## config.mk

```make
export PLATFORM = sky130hd
export DESIGN_NAME = dsp_status_unit
export DESIGN_NICKNAME = d
export VERILOG_FILES = /design/src/rtl/dsp_status_pkg.sv /design/src/rtl/dsp_cond_select.sv /design/src/rtl/dsp_wr_gate.sv /design/src/rtl/dsp_status_next.sv /design/src/rtl/dsp_status_unit.sv
export SDC_FILE = /design/constraint.sdc
export NUM_CORES = 1
export LEC_CHECK = 0
export CORE_MARGIN = 4
export CORE_UTILIZATION = 38
export DETAILED_ROUTE_END_ITERATION = 10
export HOLD_SLACK_MARGIN = 0.08
export PLACE_DENSITY = 0.85
export SETUP_SLACK_MARGIN = 0.02
export SLEW_MARGIN = 20
export SYNTH_ARGS = -nofsm -noshare
export SYNTH_HDL_FRONTEND = slang
export SYNTH_SLANG_ARGS = --single-unit
```

## constraint.sdc

```tcl
create_clock -name clk -period 1.8 [get_ports clk]
set_input_delay 0.18 -clock clk [delete_from_list [all_inputs] [get_ports clk]]
set_output_delay 0.18 -clock clk [all_outputs]
set_load 0.05 [all_outputs]
```

## src/rtl/dsp_status_pkg.sv

```systemverilog
package dsp_status_pkg;

  localparam int SEL_W   = 3;
  localparam int FLAG_N  = 4;
  localparam int STAT_W  = SEL_W + FLAG_N + 1;

  typedef enum logic [1:0] {
    CLS_CPU        = 2'b00,
    CLS_DSP_ALU    = 2'b01,
    CLS_DSP_NOFLAG = 2'b10,
    CLS_NONE       = 2'b11
  } instr_class_e;

  localparam logic [SEL_W-1:0] SEL_CARRY = 3'd0;
  localparam logic [SEL_W-1:0] SEL_NEG   = 3'd1;
  localparam logic [SEL_W-1:0] SEL_ZERO  = 3'd2;
  localparam logic [SEL_W-1:0] SEL_OVF   = 3'd3;
  localparam logic [SEL_W-1:0] SEL_SGT   = 3'd4;
  localparam logic [SEL_W-1:0] SEL_SGE   = 3'd5;

  typedef struct packed {
    logic [SEL_W-1:0] sel;
    logic             v;
    logic             z;
    logic             n;
    logic             c;
    logic             dc;
  } status_t;

endpackage

```

## src/rtl/dsp_cond_select.sv

```systemverilog
module dsp_cond_select
  import dsp_status_pkg::*;
(
  input  logic [SEL_W-1:0] sel,
  input  logic             c,
  input  logic             n,
  input  logic             z,
  input  logic             v,
  output logic             cond
);

  logic sge;

  assign sge = ~(n ^ v);

  always_comb begin
    unique case (sel)
      SEL_CARRY: cond = c;
      SEL_NEG:   cond = n;
      SEL_ZERO:  cond = z;
      SEL_OVF:   cond = v;
      SEL_SGT:   cond = sge & ~z;
      SEL_SGE:   cond = sge;
      default:   cond = 1'b0;
    endcase
  end

endmodule

```

## src/rtl/dsp_wr_gate.sv

```systemverilog
module dsp_wr_gate
  import dsp_status_pkg::*;
(
  input  logic         retire_valid,
  input  instr_class_e cls,
  input  logic         is_cond,
  input  logic         cond_sense,
  input  logic         dc,
  output logic         wr_en
);

  logic dsp_kind;

  assign dsp_kind = (cls == CLS_DSP_ALU) || (cls == CLS_DSP_NOFLAG);

  always_comb begin
    if (!retire_valid)
      wr_en = 1'b0;
    else if (dsp_kind && is_cond)
      wr_en = (dc == cond_sense);
    else
      wr_en = 1'b1;
  end

endmodule

```

## src/rtl/dsp_status_next.sv

```systemverilog
module dsp_status_next
  import dsp_status_pkg::*;
(
  input  status_t             cur,
  input  logic                retire_valid,
  input  instr_class_e        cls,
  input  logic                is_cond,
  input  logic                alu_c,
  input  logic                alu_n,
  input  logic                alu_z,
  input  logic                alu_v,
  input  logic                sw_we,
  input  logic [STAT_W-1:0]   sw_wdata,
  output status_t             nxt,
  output logic                load
);

  status_t wr_view;

  assign wr_view = status_t'(sw_wdata);

  always_comb begin
    nxt  = cur;
    load = 1'b0;
    if (sw_we) begin
      nxt.sel = wr_view.sel;
      nxt.c   = wr_view.c;
      nxt.n   = wr_view.n;
      nxt.z   = wr_view.z;
      nxt.v   = wr_view.v;
      load    = 1'b1;
    end else if (retire_valid && (cls == CLS_DSP_ALU) && !is_cond) begin
      nxt.c = alu_c;
      nxt.n = alu_n;
      nxt.z = alu_z;
      nxt.v = alu_v;
      load  = 1'b1;
    end
  end

endmodule

```

## src/rtl/dsp_status_unit.sv

```systemverilog
module dsp_status_unit
  import dsp_status_pkg::*;
(
  input  logic              clk,
  input  logic              rst,
  input  logic              retire_valid,
  input  logic [1:0]        instr_class,
  input  logic              is_cond,
  input  logic              cond_sense,
  input  logic              alu_c,
  input  logic              alu_n,
  input  logic              alu_z,
  input  logic              alu_v,
  input  logic              sw_we,
  input  logic [STAT_W-1:0] sw_wdata,
  output logic [STAT_W-1:0] sw_rdata,
  output logic              dc,
  output logic              wr_en
);

  instr_class_e cls;
  status_t      stat_q;
  status_t      stat_nxt;
  logic         load;
  logic         dc_nxt;

  assign cls = instr_class_e'(instr_class);

  dsp_status_next u_next (
    .cur          (stat_q),
    .retire_valid (retire_valid),
    .cls          (cls),
    .is_cond      (is_cond),
    .alu_c        (alu_c),
    .alu_n        (alu_n),
    .alu_z        (alu_z),
    .alu_v        (alu_v),
    .sw_we        (sw_we),
    .sw_wdata     (sw_wdata),
    .nxt          (stat_nxt),
    .load         (load)
  );

  // DC follows the flags being loaded, not the old ones
  dsp_cond_select u_sel (
    .sel  (stat_nxt.sel),
    .c    (stat_nxt.c),
    .n    (stat_nxt.n),
    .z    (stat_nxt.z),
    .v    (stat_nxt.v),
    .cond (dc_nxt)
  );

  always_ff @(posedge clk) begin
    if (rst) begin
      stat_q <= '0;
    end else if (load) begin
      stat_q.sel <= stat_nxt.sel;
      stat_q.v   <= stat_nxt.v;
      stat_q.z   <= stat_nxt.z;
      stat_q.n   <= stat_nxt.n;
      stat_q.c   <= stat_nxt.c;
      stat_q.dc  <= dc_nxt;
    end
  end

  dsp_wr_gate u_gate (
    .retire_valid (retire_valid),
    .cls          (cls),
    .is_cond      (is_cond),
    .cond_sense   (cond_sense),
    .dc           (stat_q.dc),
    .wr_en        (wr_en)
  );

  assign sw_rdata = stat_q;
  assign dc       = stat_q.dc;

endmodule

```

==> key figures <==
Status
  • Status: finished clean

STA
  • Relative max-transition margin: 66.7%
  • Final Hold Fails: 0
  • Setup Skew: 0.00482 ns
  • Hold Slack: 0.484 ns
  • Worst Max-Slew Pin Slew: 0.498 ns
  • Fmax: 589 MHz
  • Final worst path period share: 94.3%
  • Final Slew Violations: 0
  • Final setup viols: 0
  • RSZ-0062 raised after global routing: false
  • Final min period: 1.70 ns

Global route
  • GRT overflow: 0
  • Largest net degree at the start of global routing: 16
  • Met3 Use GR: 4.21%
  • Initial antenna violation count: 0
  • Most Crowded Layer GR: met2
  • First-pass GRT wire length: 2.39 mm
  • Met1 Use GR: 18.1%
  • Vias in the first global route: 578
  • Met2 usage: 26.8%
  • GRT Total Usage: 15.6%

Routing
  • 1st-iter DRT viols: 8
  • Vias per Instance: 5.40
  • Drt wl/cell: 12.8 um
  • DRT Pass-1 Iters: 4
  • Antenna viol nets, final: 0
  • DR vias: 643
  • Post-Route WL: 1.53 mm
  • DRC Markers: 0

Layout
  • P&R area growth vs syn: 52.1%
  • Diode count: 0
  • Nets: 127
  • Fin cells: 119
  • Most frequent cells in the layout: clkdlybuf4s50_1, nor2_1, dfxtp_1
  • Layout cells sized above 1: 7.69%
  • Commonest non-fill, non-tap cell in the layout: clkdlybuf4s50_1

CTS
  • Hold-fix buffers, CTS: 0
  • Clk root buf: clkbuf_4
  • Skew-Pair Late Insertion Delay: 0.26 ns
  • Clock transition at path regs: 0.06 ns
  • Setup bufs post-CTS: 0
  • CTS tree: built
  • Total CTS buffers: 3
  • Clock sink count: 8
  • H-tree Lvls: 1
  • Clk buf depth: 2
  • Cts repair resizes: 0

Synth
  • Largest family of logic cells by synthesized area: simple AND/OR/NAND/NOR gates
  • Cell variety after synth: 29
  • Compound-cell area share of the yosys netlist: 22.7%
  • Synth area leader: dfxtp_1
  • Sequential share of the synthesized area: 27.6%
  • Synth area leaders: dfxtp_1, mux2i_1, nor2_1
  • Simple-gate share of the synthesized area: 23.8%
  • Yosys reg bits: 8
  • Cell Area, Synth: 579 um^2
  • Main flop type after synthesis: dfxtp_1
  • Yosys top cell area share: 27.6%
  • Area share of xor/xnor cells in the synthesized design: 4.54%
  • Post-synth ARST share: 0%
  • Mux cell area share after synthesis: 10.4%
  • Syn_nets: 97
  • Synth Instances: 76
  • Syn. warnings: 0
  • Post-Synth Adder-Cell Area: 2.16%
  • Post-Syn Area per Cell: 7.62 um^2
  • EDFF count, synth: 0

Power and ir drop
  • Total power: 553 uW
  • Pwr Density: 627 mW/mm^2
  • LEAKAGE: 0.000344 uW
  • Max VDD drop: 393 uV

Critical path
  • Worst Path Arrival: 1.52 ns
  • Req. time, crit path: 1.62 ns
  • Critical Path Sink Type: primary output
  • Crit path depth: 1
  • CP max FO: 6
  • Buf/Inv on CP: 1
  • Crit-path max cell delay: 0.84 ns
  • WS Path Type: flop to primary output
  • CP Launch Type: flop
  • Worst r2r path cells: 5
  • CP top delay family: buffers and inverters
  • Slowest CP cell: clkdlybuf4s50_1
  • R2R setup slack: 0.58 ns
  • CP cell instances: clkdlybuf4s50_1

Die
  • I/O Pins: 30
  • Die ar.: 0.00221 mm^2
  • Core area: 0.00137 mm^2
  • Initial core utilization: 42.4%
  • Die Span X: 47.0 um
  • FP Rows: 13
  • Die Y: 47.0 um

Hold path
  • Hold Path Class: flop to flop
  • Hold path cells: 2

Flow run
  • Max Cap Violations: 0

Place
  • Placed Cells: 116
  • I/O Buffers: 28
  • Hpwl dp: 1.25 mm
  • Final RePlAce weighted congestion: 0.784
[sequential cells by signal, indices dropped and copies added, names as in the netlist]
name      flops
sw_rdata      7
dc            1
[synthesized netlist by cell type, types with 2 or more instances]
cell type	instances
nand3_1	3
a211oi_1	2
xnor2_1	2
mux2i_1	6
nor2_1	12
nor3_1	3
nand2_1	5
buf_4	2
nor3b_1	2
buf_2	2
inv_1	3
a21oi_1	7
dfxtp_1	8
o21ai_0	3
o211ai_1	2
[where the power goes]
group	leakage, uW	switching [uW]	internal (uW)	total [uW]
registers	0.0000661	10.9	189	200
logic	0.000264	114	96.7	210
clock network	0.0000138	65.8	76.6	142
[final timing paths]
kind                                               start                        to
worst min register to register  sw_rdata[1]$_SDFFE_PP0P_  sw_rdata[1]$_SDFFE_PP0P_
worst max register to register  sw_rdata[6]$_SDFFE_PP0P_           dc$_SDFFE_PP0P_
worst min-delay path            sw_rdata[1]$_SDFFE_PP0P_  sw_rdata[1]$_SDFFE_PP0P_
worst max-delay path            sw_rdata[6]$_SDFFE_PP0P_               sw_rdata[6]
[layer usage]
layer | vias to the layer above | share of wire [%]
met5 | - | 0
met4 | 0 | 1.8
met3 | 3 | 10
met2 | 25 | 47
met1 | 290 | 41
li1 | 325 | -
[through the flow]
step / setup WS (ns) / setup TNS, ns / utilization (%) / instance area (um^2)
floorplan: 0.335 / 0 / - / 579
global placement: -0.0431 / -0.0431 / 62.8 / 858
detailed placement: -0.107 / -0.107 / 62.8 / 858
CTS: 0.0692 / 0 / 64.5 / 881
global route: 0.0207 / 0 / 64.5 / 881
finish: 0.102 / 0 / 64.5 / 881
[kinds of logic after synthesis]
kind of cell / Yosys count
xor+xnor: 3
mux: 6
buf+inv: 9
fa+ha+maj: 1
flops: 8
simple gates: 29
compound gates: 20
[layout make-up]
| type | instances | area [um^2] |
|---|---|---|
| tap | 15 | 18.8 |
| multi-input combinational | 59 | 368 |
| timing repair buffer | 31 | 300 |
| sequential | 8 | 160 |
| clock buffer | 3 | 22.5 |
| fill | 132 | 485 |
| inverter | 3 | 11.3 |
No activity file was read; power rests on OpenSTA's default activity.
